===== src/rtl/tw_pkg.sv =====
package tw_pkg;
  localparam int PAYLOAD_W = 32;

  typedef enum logic [1:0] {
    KIND_ADDR  = 2'd0,
    KIND_COUNT = 2'd1,
    KIND_WDATA = 2'd2
  } tw_kind_e;

  typedef struct packed {
    logic [1:0]           kind;
    logic [2:0]           target;
    logic [3:0]           byte_en;
    logic [PAYLOAD_W-1:0] payload;
  } tw_entry_t;

  // Targets that never belong in the write queue: configuration and ROM.
  function automatic logic target_rejected(input logic [2:0] tgt);
    return (tgt == 3'd0) || (tgt == 3'd3);
  endfunction

  // Descriptor word: target high, kind in the upper byte, enables low.
  function automatic logic [31:0] pack_descriptor(input tw_entry_t e);
    return {e.target, 3'b000, e.kind, 20'h0_0000, e.byte_en};
  endfunction
endpackage


===== src/rtl/tw_filter.sv =====
module tw_filter #(
  parameter int DROP_W = 8
) (
  input  logic              clk,
  input  logic              rst_n,
  input  logic              in_valid,
  input  logic [2:0]        in_target,
  input  logic              room,
  output logic              push_evt,
  output logic              discard_evt,
  output logic [DROP_W-1:0] drop_count
);
  import tw_pkg::*;

  localparam logic [DROP_W-1:0] DROP_MAX = '1;

  logic take;
  assign take        = in_valid && room;
  assign push_evt    = take && !target_rejected(in_target);
  assign discard_evt = take &&  target_rejected(in_target);

  always_ff @(posedge clk) begin
    if (!rst_n)
      drop_count <= '0;
    else if (discard_evt && drop_count != DROP_MAX)
      drop_count <= drop_count + 1'b1;
  end


  drop_incr_chk: assert property (@(posedge clk) disable iff (!rst_n)
    (discard_evt && drop_count != DROP_MAX) |=> drop_count == $past(drop_count) + 1'b1);

  drop_hold_chk: assert property (@(posedge clk) disable iff (!rst_n)
    !discard_evt |=> $stable(drop_count));

  push_or_drop_chk: assert property (@(posedge clk) disable iff (!rst_n)
    $onehot0({push_evt, discard_evt}));
endmodule


===== src/rtl/tw_fifo.sv =====
module tw_fifo #(
  parameter int DEPTH = 8,
  localparam int CNT_W = $clog2(DEPTH + 1),
  localparam int PTR_W = (DEPTH > 1) ? $clog2(DEPTH) : 1
) (
  input  logic              clk,
  input  logic              rst_n,
  input  logic              push,
  input  tw_pkg::tw_entry_t push_entry,
  input  logic              pop,
  output tw_pkg::tw_entry_t head,
  output logic [CNT_W-1:0]  count,
  output logic              full,
  output logic              empty
);
  import tw_pkg::*;

  localparam logic [CNT_W-1:0] CNT_FULL = CNT_W'(DEPTH);
  localparam logic [PTR_W-1:0] PTR_LAST = PTR_W'(DEPTH - 1);

  tw_entry_t        store [DEPTH];
  logic [PTR_W-1:0] wr_ptr, rd_ptr;

  function automatic logic [PTR_W-1:0] advance(input logic [PTR_W-1:0] p);
    return (p == PTR_LAST) ? '0 : p + 1'b1;
  endfunction

  assign full  = (count == CNT_FULL);
  assign empty = (count == '0);
  assign head  = store[rd_ptr];

  always_ff @(posedge clk) begin
    if (push) store[wr_ptr] <= push_entry;
  end

  always_ff @(posedge clk) begin
    if (!rst_n) begin
      wr_ptr <= '0;
      rd_ptr <= '0;
      count  <= '0;
    end else begin
      if (push) wr_ptr <= advance(wr_ptr);
      if (pop)  rd_ptr <= advance(rd_ptr);
      case ({push, pop})
        2'b10:   count <= count + 1'b1;
        2'b01:   count <= count - 1'b1;
        default: count <= count;
      endcase
    end
  end


  no_overflow_chk: assert property (@(posedge clk) disable iff (!rst_n)
    push |-> count != CNT_FULL);

  no_underflow_chk: assert property (@(posedge clk) disable iff (!rst_n)
    pop |-> count != '0);

  both_hold_chk: assert property (@(posedge clk) disable iff (!rst_n)
    (push && pop) |=> $stable(count));
endmodule


===== src/rtl/tw_port_mux.sv =====
module tw_port_mux #(
  parameter logic [7:0] BASE = 8'hE0,
  parameter int         CNT_W = 4
) (
  input  logic              clk,
  input  logic              rst_n,
  input  logic [7:0]        io_addr,
  input  logic              io_rd,
  input  tw_pkg::tw_entry_t head,
  input  logic [CNT_W-1:0]  count,
  input  logic              empty,
  output logic              pop_evt,
  output logic [31:0]       io_rdata
);
  import tw_pkg::*;

  localparam logic [7:0] ADDR_COUNT = 8'(BASE + 8'h08);
  localparam logic [7:0] ADDR_DESC  = 8'(BASE + 8'h0A);
  localparam logic [7:0] ADDR_RECV  = 8'(BASE + 8'h0B);

  assign pop_evt = io_rd && (io_addr == ADDR_RECV) && !empty;

  always_comb begin
    io_rdata = 32'h0;
    unique case (io_addr)
      ADDR_COUNT: io_rdata = 32'(count);
      ADDR_DESC:  io_rdata = empty ? 32'h0 : pack_descriptor(head);
      ADDR_RECV:  io_rdata = empty ? 32'h0 : head.payload;
      default:    io_rdata = 32'h0;
    endcase
  end


  desc_spare_zero_chk: assert property (@(posedge clk) disable iff (!rst_n)
    (io_addr == ADDR_DESC) |-> (io_rdata[28:26] == 3'b0 && io_rdata[23:4] == 20'h0));

  empty_reads_zero_chk: assert property (@(posedge clk) disable iff (!rst_n)
    (empty && (io_addr == ADDR_RECV || io_addr == ADDR_DESC)) |-> io_rdata == 32'h0);

  desc_no_pop_chk: assert property (@(posedge clk) disable iff (!rst_n)
    (io_addr == ADDR_DESC) |-> !pop_evt);
endmodule


===== src/rtl/tw_queue_reader.sv =====
module tw_queue_reader #(
  parameter int         DEPTH  = 8,
  parameter int         DROP_W = 8,
  parameter logic [7:0] BASE   = 8'hE0
) (
  input  logic              clk,
  input  logic              rst_n,
  input  logic              in_valid,
  output logic              in_ready,
  input  logic [1:0]        in_kind,
  input  logic [2:0]        in_target,
  input  logic [3:0]        in_byte_en,
  input  logic [31:0]       in_payload,
  input  logic [7:0]        io_addr,
  input  logic              io_rd,
  output logic [31:0]       io_rdata,
  output logic [DROP_W-1:0] drop_count
);
  import tw_pkg::*;

  localparam int CNT_W = $clog2(DEPTH + 1);

  tw_entry_t        new_entry, head;
  logic             push_evt, pop_evt, discard_evt;
  logic             full, empty;
  logic [CNT_W-1:0] count;

  assign in_ready  = !full;
  assign new_entry = '{kind: in_kind, target: in_target,
                       byte_en: in_byte_en, payload: in_payload};

  tw_filter #(.DROP_W(DROP_W)) u_filter (
    .clk(clk), .rst_n(rst_n), .in_valid(in_valid), .in_target(in_target),
    .room(!full), .push_evt(push_evt), .discard_evt(discard_evt),
    .drop_count(drop_count)
  );

  tw_fifo #(.DEPTH(DEPTH)) u_fifo (
    .clk(clk), .rst_n(rst_n), .push(push_evt), .push_entry(new_entry),
    .pop(pop_evt), .head(head), .count(count), .full(full), .empty(empty)
  );

  tw_port_mux #(.BASE(BASE), .CNT_W(CNT_W)) u_mux (
    .clk(clk), .rst_n(rst_n), .io_addr(io_addr), .io_rd(io_rd),
    .head(head), .count(count), .empty(empty), .pop_evt(pop_evt),
    .io_rdata(io_rdata)
  );


  reject_not_queued_chk: assert property (@(posedge clk) disable iff (!rst_n)
    (in_valid && in_ready && target_rejected(in_target) && !pop_evt) |=> $stable(count));
endmodule


===== config.mk =====
export PLATFORM = sky130hd
export DESIGN_NAME = tw_queue_reader
export DESIGN_NICKNAME = d
export VERILOG_FILES = /design/src/rtl/tw_pkg.sv /design/src/rtl/tw_filter.sv /design/src/rtl/tw_fifo.sv /design/src/rtl/tw_port_mux.sv /design/src/rtl/tw_queue_reader.sv
export SDC_FILE = /design/constraint.sdc
export NUM_CORES = 1
export LEC_CHECK = 0
export BUFFER_PORTS_ARGS = -buffer_cell sky130_fd_sc_hd__buf_2
export CAP_MARGIN = 20
export CELL_PAD_IN_SITES_DETAIL_PLACEMENT = 1
export CELL_PAD_IN_SITES_GLOBAL_PLACEMENT = 1
export CORE_UTILIZATION = 53
export CTS_CLUSTER_DIAMETER = 30
export DETAILED_ROUTE_END_ITERATION = 10
export HOLD_SLACK_MARGIN = 0.15
export PLACE_DENSITY_LB_ADDON = 0.1
export SYNTH_ARGS = -nofsm -noshare
export SYNTH_HDL_FRONTEND = slang
export SYNTH_SLANG_ARGS = --single-unit

===== constraint.sdc =====
create_clock -name clk -period 8.7 [get_ports clk]
set_clock_uncertainty 0.1 [all_clocks]
set_input_delay 1.74 -clock clk [delete_from_list [all_inputs] [get_ports clk]]
set_output_delay 1.74 -clock clk [all_outputs]
set_load 0.02 [all_outputs]

* Word-level counts from Yosys, hierarchy flattened *
Memory sizes are Yosys's and may differ from the RTL's. A register that Yosys moved wholly into a read port is not among the register bits.
Index checks and enable logic that the tools add are counted.

storage, ports and cells
  flip-flop bits (word level) = 18
  bits in latches = 0
  memory bits (writable) = 328
  bits in read-only memories = 0
  bits of input ports = 53
  output and inout port bits = 41
  logic and storage cells = 43
  memories kept = 1

memories
  name          words  width  rd ports  clocked after Yosys merged registers in  write ports  line           RTL
  u_fifo.store  8      41     1         1                                        1            tw_fifo.sv:21  tw_entry_t store [DEPTH];

operators by class
  add/subtract/negate cells = 5
  multiply operators = 0
  div/mod/pow operators = 0
  order comparisons = 0
  equal/unequal tests = 10
  shifts and indexed selects = 0
  mux-type cells = 10
  bitwise gates (word level) = 0
  reduce and logical (&&, ||, !) cells = 13

operator list
  cell                                                  number
  one-hot mux 32 bit (3 select lines)                   1
  2-to-1 mux 32 bit                                     2
  equality test 8 bit (second input constant)           3
  2-to-1 mux 3 bit                                      4
  adder 8 x 1 -> 8 bit (second input constant)          1
  inequality test 8 bit (second input constant)         1
  one-hot mux 4 bit (2 select lines)                    1
  adder 3 x 1 -> 3 bit (second input constant)          2
  equality test 3 bit (second input constant)           2
  logical AND 1 bit                                     6
  adder 4 x 1 -> 4 bit (second input constant)          1
  equality test 4 bit (second input constant)           1
  zero test 4 bit                                       1
  subtractor 4 x 1 -> 4 bit (second input constant)     1
  equality test 3 x 2 -> 1 bit (second input constant)  1
  zero test 1 bit                                       3
  zero test 3 bit                                       1
  equality test 2 x 1 -> 1 bit (second input constant)  1
  equality test 2 bit (second input constant)           1
  2-to-1 mux 1 bit                                      2
  nonzero test 2 bit                                    1
  logical OR 1 bit                                      1

* Logic depth before layout (Yosys ltp) *
  depth in word-level cells = 6
  gate-level depth with buffers = 12
  gate-level depth less buffers = 10

* By module *
A second synthesis with hierarchy kept.

unflattened totals
  cell total of the unflattened synthesis = 657
  area total of the unflattened synthesis = 14121.0 um^2

modules (own cells, without submodules)
  module           times used  cells an instance  area each (um^2)  seq. area each (um^2)
  tw_fifo          1           548                13286.5           10109.7
  tw_filter        1           50                 429.2             160.2
  tw_port_mux      1           58                 401.6             0.0
  tw_queue_reader  1           1                  3.8               0.0

* Worst setup path after synthesis *
No wires, ideal clock.

  kind = input to register
  from = input port in_target[1]
  to = memory u_fifo.store[0][0] in the netlist's numbering (enable)
  arrival = 6102 ps
  setup slack = 1956 ps
  stages on the path = 3
  path buffers = 0
  cells stage by stage = xor2_1 o211ai_2 nor4_1

on the way
  cells in the longest elaborated chain, start to end = 6

ends and longest elaborated chain
  element                                                          line                   RTL
  start, declared                                                  tw_queue_reader.sv:11  input logic [2:0] in_target,
  equality test 3 x 2 -> 1 bit or zero test 3 bit (tied branches)  tw_pkg.sv:19           return (tgt == 3'd0) || (tgt == 3'd3);
  logical OR 1 bit (*)                                             tw_pkg.sv:19
  zero test 1 bit (*)                                              tw_filter.sv:19        assign push_evt = take && !target_rejected(in_target);
  logical AND 1 bit (*)                                            tw_filter.sv:19
  2-to-1 mux 1 bit (*)                                             tw_fifo.sv:33          if (push) store[wr_ptr] <= push_entry;
  2-to-1 mux 1 bit (implied by the code) (*)                       tw_fifo.sv:33
  end, declared                                                    tw_fifo.sv:21

Mark *: on every way between the ends. The rest lies on a longest branch, timed or not.

* Worst setup path in the final report *
  from = input port io_addr[2]
  to = output port io_rdata[6]

on the way
  cells in the longest elaborated chain, start to end = 2

ends and longest elaborated chain
  element                                  line                   RTL
  start, declared                          tw_queue_reader.sv:14  input logic [7:0] io_addr,
  equality test 8 bit                      tw_port_mux.sv:25      unique case (io_addr)
  one-hot mux 32 bit (3 select lines) (*)  tw_port_mux.sv:25
  end, declared                            tw_queue_reader.sv:16  output logic [31:0] io_rdata,

Marked as above.

==> flow_metrics.env <==
export IMPL_yosysMostFrequentCell="edfxtp_1"
export IMPL_hold_viol_final=0
export IMPL_clockBufferDepth=3
export IMPL_postRouteAntennaNets=0
export IMPL_p_switching_mw=0.9222
export IMPL_swShare_pct=19.82
export IMPL_drt_initial_drc_count=523
export IMPL_cts_resized=0
export IMPL_cellInternalPower_mw=3.731
export IMPL_routedWlPerCell_um=26.49
export IMPL_grt_pass1_wl_um=47010
export IMPL_fin_area_um2=16810
export IMPL_final_max_slew_viol_count=0
export IMPL_clock_tree_root_cell="clkbuf_16"
export IMPL_ys_seq_area_share_pct=75.30
export IMPL_fin_crit_sh_pct=68.96
export IMPL_yosys_top_cells_area="edfxtp_1 72%, mux4_2 14%, dfxtp_1 3.1%, mux2i_1 2.5%, nor2_1 0.85%"
export IMPL_port_buffers=93
export IMPL_cp_cell_sequence="buf_2 > nor4bb_1 > nand4_1 > or2_1 > nor2_1 > buf_2"
export IMPL_via_per_inst=5.952
export IMPL_slew_headroom_pct=26.86
export IMPL_yosysWarnings=0
export IMPL_synthCells=649
export IMPL_postCtsSetupBuffers=0
export IMPL_dr_max_layer_used="met5"
export IMPL_grt_antenna_before_repair=4
export IMPL_wl_met1_um=12840
export IMPL_ir_drop_mv=0.1493
export IMPL_rows=58
export IMPL_yosys_area_top_type="edfxtp_1"
export IMPL_grt_ovfl_total=0
export IMPL_worstMarginPinSlew_ns=1.097
export IMPL_path_clk_slew_ns=0.04
export IMPL_hold_path_class="flop to flop"
export IMPL_place_gp_congestion=0.7178
export IMPL_clkPwrFrac_pct=57.2
export IMPL_vias=6970
export IMPL_crit_required_ns=6.86
export IMPL_arrival_ns=4.16
export IMPL_status="complete, no violations"
export IMPL_path_max_fanout=23
export IMPL_cts_made_buffers=67
export IMPL_place_area_um2=14460
export IMPL_power_density_nw_per_um2=276.9
export IMPL_synth_top_area_share_pct=72.21
export IMPL_wl_met3_um=1652
export IMPL_power_frac_seq_pct=40.5
export IMPL_coreArea_um2=25180
export IMPL_rsz0062_at_grt="no"
export IMPL_grt_pass1_vias=7770
export IMPL_drcViolationCount=0
export IMPL_ys_async_sr_fraction_pct=0
export IMPL_fillers=2037
export IMPL_critPathBufInv=2
export IMPL_cp_end_kind="output port"
export IMPL_fmaxAchievable_mhz=166.7
export IMPL_slowest_delay_ns=0.85
export IMPL_wirelength_um=31030
export IMPL_grt_total_usage_pct=24.69
export IMPL_critPathKind="primary input to output port"
export IMPL_postCtsHoldBufs=0
export IMPL_slowest_stage="or2_1"
export IMPL_initial_core_util_pct=54.16
export IMPL_cts_sinks=349
export IMPL_syn_to_final_growth_pct=23.22
export IMPL_start_kind="primary input"
export IMPL_synthTopCellsByCount="328 x edfxtp_1, 86 x mux4_2, 34 x mux2i_1"
export IMPL_insertion_delay_ns=0.54
export IMPL_setup_violations=0
export IMPL_maxCapViolations=0
export IMPL_cts_tree="yes"
export IMPL_syn_nets=710
export IMPL_ys_types=43
export IMPL_ys_ff_latch=349
export IMPL_nNetsFinal=847
export IMPL_htreeDepth=3
export IMPL_die_w_um=162.4
export IMPL_cp_top_family="simple AND/OR/NAND/NOR gates"
export IMPL_die_area_um2=26380
export IMPL_path_common_cell="buf_2"
export IMPL_drive_above_1_share_pct=37.11
export IMPL_wl_met2_um=15930
export IMPL_grt_max_degree=61
export IMPL_finalPower_mw=4.654
export IMPL_syn_area_um2=13640
export IMPL_synth_area_per_cell_um2=21.02
export IMPL_synth_ff_type="edfxtp_1"
export IMPL_combPwrFrac_pct=2.3
export IMPL_leakage_nw=5.594
export IMPL_dpl_hpwl_um=15600
export IMPL_io_pins=94
export IMPL_die_h_um=162.4
export IMPL_layout_min_cycle_time_ns=5.999
export IMPL_synth_edf_count=328
export IMPL_setup_tns_final_ns=0
export IMPL_drtPass1Iterations=5
==> path summary, 6_finish.rpt <==
check,end,from,slack [ns],cells after the start
worst max-delay path,io_rdata[6],io_addr[2],2.70,6
worst min-delay path,flop,u_fifo.rd_ptr[1]$_SDFFE_PN0N_,0.40,2
worst max register to register,u_fifo.count[2]$_SDFFE_PN0P_,u_fifo.count[0]$_SDFFE_PN0P_,5.55,10
worst min register to register,flop,u_fifo.rd_ptr[1]$_SDFFE_PN0N_,0.40,2
==> metrics by stage <==
step | hold WS, ns | setup WS [ns] | cells | utilization (%)
CTS | 0.4040 | 2.679 | 1168 | 66.71
detailed placement | 0.3823 | 2.686 | 1047 | 57.42
global placement | 0.3646 | 2.844 | 1047 | 57.42
global route | 0.4210 | 2.551 | 1169 | 66.72
finish | 0.4043 | 2.701 | 1171 | 66.74
floorplan | 0.3577 | 1.956 | 649 | -
==> cell families after synthesis <==
family,Yosys count,synth area share [%]
DFF,349,75.30
muxes,120,16.70
and+or+nand+nor,83,3.211
buffers and inverters,44,1.660
AOI/OAI and AO/OA,40,2.082
adders and majority gates,8,0.7339
xor gates and xnor gates,5,0.3211
==> layer usage <==
metal / vias up / GRT usage, %
met4: 2 / 9.091
met3: 53 / 5.628
li1: 3006 / -
met1: 3675 / 32.03
met2: 234 / 40.99
met5: - / 0
==> power by group through the flow <==
stage	Sequential [mW]	Combinational [mW]	Clock, mW
finish	1.88	0.106	2.66
global route	1.89	0.115	2.76
CTS	1.88	0.107	2.70
detailed placement	1.91	0.105	0
global placement	1.91	0.0983	0
floorplan	1.91	0.0515	0
==> state kept, by name, summed over array words and instances (netlist names), named ones only <==
| name | flops |
|---|---|
| u_fifo.store | 328 |
| u_filter.drop_count | 8 |
| u_fifo.count | 4 |
| u_fifo.rd_ptr | 3 |
| u_fifo.wr_ptr | 3 |
==> cells in the final DEF, fill, tap and decap left out, types with 11 or more instances in the layout <==
master and count:
edfxtp_1 328, bufinv_16 12, mux2i_1 34, clkbuf_16 69, nor2_1 28, dfxtp_1 18
mux4_2 86, a21oi_1 11, buf_2 93
==> worst min-delay path: stages, from the launching register on <==
cell and delay [ns]:
dfxtp_1 0.31, nand2_1 0.06, mux2i_1 0.08
==> cell type report <==
cell class                 count  area, µm²  area share [%]
sequential                   349      10280           61.17
timing repair buffer         103      540.5           3.216
clock buffer                  78       1780           10.59
antenna                        3      7.507         0.04467
inverter                       9      33.78          0.2010
multi-input combinational    256       3192           18.99
tap                          330      412.9           2.457
clock inverter                43      558.0           3.320
Note: power is estimated with default switching activity, not from simulation.
